### config.mk
export PLATFORM = sky130hd
export DESIGN_NAME = clkout_gate
export DESIGN_NICKNAME = d
export VERILOG_FILES = /design/src/rtl/clkgate_pkg.sv /design/src/rtl/clkgate_combine.sv /design/src/rtl/clkgate_sync.sv /design/src/rtl/clkgate_edge.sv /design/src/rtl/clkout_gate.sv
export SDC_FILE = /design/constraint.sdc
export NUM_CORES = 1
export LEC_CHECK = 0
export BUFFER_PORTS_ARGS = -buffer_cell sky130_fd_sc_hd__buf_2
export CAP_MARGIN = 0
export CELL_PAD_IN_SITES_DETAIL_PLACEMENT = 2
export CELL_PAD_IN_SITES_GLOBAL_PLACEMENT = 2
export CORE_AREA = 2 2 39 41
export DETAILED_ROUTE_END_ITERATION = 12
export DIE_AREA = 0 0 41 43
export MAX_ROUTING_LAYER = met4
export PLACE_DENSITY_LB_ADDON = 0.1
export SYNTH_ARGS = -nofsm -noshare
export SYNTH_HDL_FRONTEND = slang
export SYNTH_SLANG_ARGS = --single-unit
### constraint.sdc
create_clock -name clk -period 1.1 [get_ports clk]
set_input_delay 0.11 -clock clk [delete_from_list [all_inputs] [get_ports clk]]
set_output_delay 0.11 -clock clk [all_outputs]
set_load 0.02 [all_outputs]
### src/rtl/clkgate_pkg.sv
package clkgate_pkg;
  typedef enum logic [1:0] {
    PARK_LOW     = 2'b00,
    PARK_HIGH    = 2'b01,
    PARK_HIZ     = 2'b10,
    PARK_HIZ_ALT = 2'b11
  } park_e;
endpackage

### src/rtl/clkgate_combine.sv
module clkgate_combine #(
  parameter int NPIN = 3
) (
  input  logic [NPIN-1:0] en_n_pin,
  input  logic [NPIN-1:0] pin_map,
  input  logic            pwr_dn,
  output logic            run_req
);
  logic [NPIN-1:0] stop_vec;

  // A routed pin held high asks for disable; disable dominates.
  for (genvar i = 0; i < NPIN; i++) begin : g_pin
    assign stop_vec[i] = en_n_pin[i] & pin_map[i];
  end

  assign run_req = ~pwr_dn & ~(|stop_vec);
endmodule

### src/rtl/clkgate_sync.sv
module clkgate_sync #(
  parameter int STAGES = 2
) (
  input  logic clk,
  input  logic rst,
  input  logic d,
  output logic q
);
  localparam int LAST = STAGES - 1;
  logic [LAST:0] chain;

  always_ff @(posedge clk) begin
    if (rst) chain <= '0;
    else     chain <= {chain[LAST-1:0], d};
  end

  assign q = chain[LAST];
endmodule

### src/rtl/clkgate_edge.sv
module clkgate_edge (
  input  logic clk,
  input  logic rst,
  input  logic inv_en,
  input  logic d,
  output logic rise_q,
  output logic fall_q,
  output logic gate
);
  // Copy updated while the true clock is low (for the plain output).
  always_ff @(negedge clk) begin
    if (rst) fall_q <= 1'b0;
    else     fall_q <= d;
  end

  // Copy updated while the inverted clock is low (for the inverted output).
  always_ff @(posedge clk) begin
    if (rst) rise_q <= 1'b0;
    else     rise_q <= d;
  end

  assign gate = inv_en ? rise_q : fall_q;
endmodule

### src/rtl/clkout_gate.sv
module clkout_gate
  import clkgate_pkg::*;
#(
  parameter int NPIN        = 3,
  parameter int SYNC_STAGES = 2
) (
  input  logic            clk,
  input  logic            rst,
  input  logic [NPIN-1:0] en_n_pin,
  input  logic [NPIN-1:0] pin_map,
  input  logic [1:0]      park_sel,
  input  logic            inv_en,
  input  logic            pwr_dn,
  output logic            clk_dat,
  output logic            clk_drv
);
  logic run_req;
  logic run_sync;
  logic gate_rise_q;
  logic gate_fall_q;
  logic gate_sel;
  logic src_clk;
  park_e park;

  clkgate_combine #(.NPIN(NPIN)) u_comb (
    .en_n_pin (en_n_pin),
    .pin_map  (pin_map),
    .pwr_dn   (pwr_dn),
    .run_req  (run_req)
  );

  clkgate_sync #(.STAGES(SYNC_STAGES)) u_sync (
    .clk (clk),
    .rst (rst),
    .d   (run_req),
    .q   (run_sync)
  );

  clkgate_edge u_edge (
    .clk    (clk),
    .rst    (rst),
    .inv_en (inv_en),
    .d      (run_sync),
    .rise_q (gate_rise_q),
    .fall_q (gate_fall_q),
    .gate   (gate_sel)
  );

  // Inversion sits before the park mux, so the parked level is absolute.
  assign src_clk = clk ^ inv_en;
  assign park    = park_e'(park_sel);

  always_comb begin
    clk_dat = 1'b0;
    clk_drv = 1'b0;
    if (pwr_dn) begin
      clk_dat = 1'b0;
      clk_drv = 1'b0;
    end else if (gate_sel) begin
      clk_dat = src_clk;
      clk_drv = 1'b1;
    end else begin
      unique case (park)
        PARK_LOW:  begin clk_dat = 1'b0; clk_drv = 1'b1; end
        PARK_HIGH: begin clk_dat = 1'b1; clk_drv = 1'b1; end
        default:   begin clk_dat = 1'b0; clk_drv = 1'b0; end
      endcase
    end
  end
endmodule

# After elaboration in Yosys (flattened, before gate mapping)
# Index checks and enable logic that the tools add are counted.
[totals]
ff_bits = 4
elab_cells = 22
[op_classes]
n_mux = 8
reduce_logical = 3
n_eq_ne = 1
bitwise_logic = 7
[ops]
columns = ["cell", "n"]
rows = [
  ["1-bit two-way mux", 8],
  ["1-bit AND", 4],
  ["3-bit OR reduction", 1],
  ["2-bit by 1-bit equality test with 1-bit output, second input constant", 1],
  ["2-bit zero test", 1],
  ["1-bit NOT", 2],
  ["2-bit OR reduction", 1],
  ["1-bit bitwise XOR", 1],
]

# Logic depth before layout (Yosys ltp)
[depth]
depth_word = 5
ltp_mapped = 3
ltp_nobuf = 3

# Cells and area by module
# From an unflattened synthesis, not the netlist that was laid out.
[unflattened]
hier_cells = 17
area_unflattened_um2 = 172.7
[modules_own_cells]
columns = ["mod", "area_each_um2", "cells_per_inst", "n_inst", "seq_area_each_um2"]
rows = [
  ["clkgate_edge", 65.1, 5, 1, 40.0],
  ["clkgate_sync", 52.6, 4, 1, 40.0],
  ["clkout_gate", 33.8, 6, 1, 0.0],
  ["clkgate_combine", 21.3, 2, 1, 0.0],
]

==> results.sh <==
export IMPL_outcome="finished with violations"
export IMPL_violations="setup timing"
export IMPL_drt_total_wl_um=539
export IMPL_cp_data_required_time_ns=0.99
export IMPL_fin_nets=55
export IMPL_drtAntennaViolNets=0
export IMPL_crit_fanout=3
export IMPL_final_util=0.292
export IMPL_slew_violations=0
export IMPL_peakVddDrop_uv=644
export IMPL_clkLatencyLatePin_ns=0.41
export IMPL_tightestPinTransition_ns=0.248
export IMPL_cp_startpoint="u_edge.fall_q"
export IMPL_num_antenna_cells=0
export IMPL_std_cell_rows=14
export IMPL_clk_pin_slew_ns=0.04
export IMPL_grt_pass1_wl_um=876
export IMPL_wl_per_cell_um=9.14
export IMPL_fin_cells=59
export IMPL_r2r_start="u_sync.chain[1]"
export IMPL_p_per_area_nw_per_um2=1700
export IMPL_hold_path_class="input pin to flip-flop"
export IMPL_finalSetupViolations=5
export IMPL_netlist_area_um2=179
export IMPL_drc=0
export IMPL_ys_seq_area_frac=0.448
export IMPL_crit_path_end_kind="primary output"
export IMPL_grt_total_usage=0.101
export IMPL_syn_nets=29
export IMPL_p_leak_nw=0.183
export IMPL_portBuffers=13
export IMPL_place_area_um2=294
export IMPL_multi_input_area_um2=129
export IMPL_layout_drive_gt1_share=0.698
export IMPL_fillers=159
export IMPL_dp_hpwl_um=414
export IMPL_cp_endpoint="clk_dat"
export IMPL_setup_ws_ns=-0.801
export IMPL_finClkSkew_ns=0.0597
export IMPL_floorplan_initialDensity=0.129
export IMPL_post_cts_setup_buffers=0
export IMPL_first_global_vias=294
export IMPL_viasPerCell=4.05
export IMPL_rsz0062_at_grt="true"
export IMPL_avgSynthCellArea_um2=10.5
export IMPL_hold_viol_final=0
export IMPL_r2r_end="u_edge.fall_q"
export IMPL_drv_cap=0
export IMPL_regArea_um2=82.6
export IMPL_ys_ff_latch=4
export IMPL_finalInstanceArea_um2=404
export IMPL_synth_cells=17
export IMPL_cp_data_arrival_time_ns=1.79
export IMPL_grt_overflow_total=0
export IMPL_place_gp_congestion=0.537
export IMPL_slew_headroom=0.834
export IMPL_reg2reg_depth=1
export IMPL_startpoint_type="flip-flop"
export IMPL_critical_path_class="flip-flop to primary output"
export IMPL_drt_iter0_drc=0
export IMPL_final_common_cell="buf_2"
export IMPL_r2r_slack_ns=0.06
export IMPL_area_growth_pct=126
export IMPL_cts_tree="done"
export IMPL_ios=14
export IMPL_core_um2=1380
export IMPL_dp_cells=47
export IMPL_yosysUniqueCellTypes=12
export IMPL_dp_slack_ns=-0.425
export IMPL_vias=239
export IMPL_die_area_um2=1760
export IMPL_die_y_um=43
export IMPL_antenna_found_initial=0
export IMPL_first_pass_iters=1
export IMPL_die_w_um=41
export IMPL_synth_warnings=0
export IMPL_layout_common_cells="buf_2, clkbuf_4, dlygate4sd3_1"
export IMPL_grt_max_degree=4
## through the flow
stage	TNS (ns)	hold WS, ns	total power, mW
after floorplan	-0.546	0.179	0.198
after detailed placement	-0.687	0.307	0.234
after global placement	-0.660	0.308	0.232
after global routing	-1.66	0.00928	0.757
after CTS	-1.59	0.0211	0.707
final	-1.52	0.0199	0.685
## worst min-delay path by stage
stage	startpoint	to	slack (ns)	depth (start not counted)
final	pwr_dn	u_sync.chain[0]	0.02	2
after global routing	pwr_dn	u_sync.chain[0]	0.009	2
after CTS	pwr_dn	u_sync.chain[0]	0.02	2
after detailed placement	pin_map[0]	u_sync.chain[0]	0.31	2
after global placement	pin_map[0]	u_sync.chain[0]	0.31	2
after floorplan	rst	u_sync.chain[0]	0.18	1
## logic make-up (layout without fill, tap and decap cells)
kind of cell / after synthesis / in the layout / share of synthesized area
mux: 1 / 1 / 0.0559
simple gates: 5 / 5 / 0.175
compound gates: 6 / 6 / 0.301
buf+inv: 1 / 27 / 0.0210
flops: 4 / 4 / 0.448
## report_power, final
group          total (mW)  switching (mW)  internal [mW]
Combinational      0.0626          0.0262         0.0364
Sequential          0.152         0.00145          0.150
Clock               0.471           0.143          0.328
## cell usage after synthesis (all sizes together)
| cell type | number | share of area |
|---|---|---|
| a2111oi | 1 | 0.084 |
| a21oi | 2 | 0.056 |
| a221oi | 1 | 0.084 |
| a22o | 1 | 0.049 |
| dfxtp | 4 | 0.45 |
| inv | 1 | 0.021 |
| mux2i | 1 | 0.056 |
| nand2 | 1 | 0.021 |
| nand2b | 1 | 0.035 |
| nor2b | 3 | 0.12 |
| o21ai | 1 | 0.028 |
## metal layers
| layer | track usage | wire length, um | vias up |
|---|---|---|---|
| li1 | - | - | 113 |
| met1 | 0.0355 | 140 | 111 |
| met2 | 0.106 | 332 | 13 |
| met3 | 0.152 | 59 | 2 |
| met4 | 0.160 | 6 | 0 |
| met5 | - | 0 | - |
## sequential cells by signal (all words and copies together), names as in the netlist
signal         count
u_sync.chain       2
u_edge.fall_q      1
u_edge.rise_q      1
## repair_timing
action                     CTS  global route
resized for setup            6             1
pin swaps                    1             0
setup endpoints to repair    5             5
hold buffers                 3             1
hold endpoints to repair     3             3
## area by class of cell
cell class                 count  area share
clock inverter                 1     0.00929
multi-input combinational     12       0.319
sequential                     4       0.204
timing repair buffer          16       0.241
tap                           16      0.0495
clock buffer                  10       0.176
## critical path: stages, from the launching register on
cell,delay (ns)
dfxtp_2,0.32
nand2b_4,0.14
a221oi_4,0.22
buf_6,0.15
Note: power is estimated with default switching activity, not from simulation.
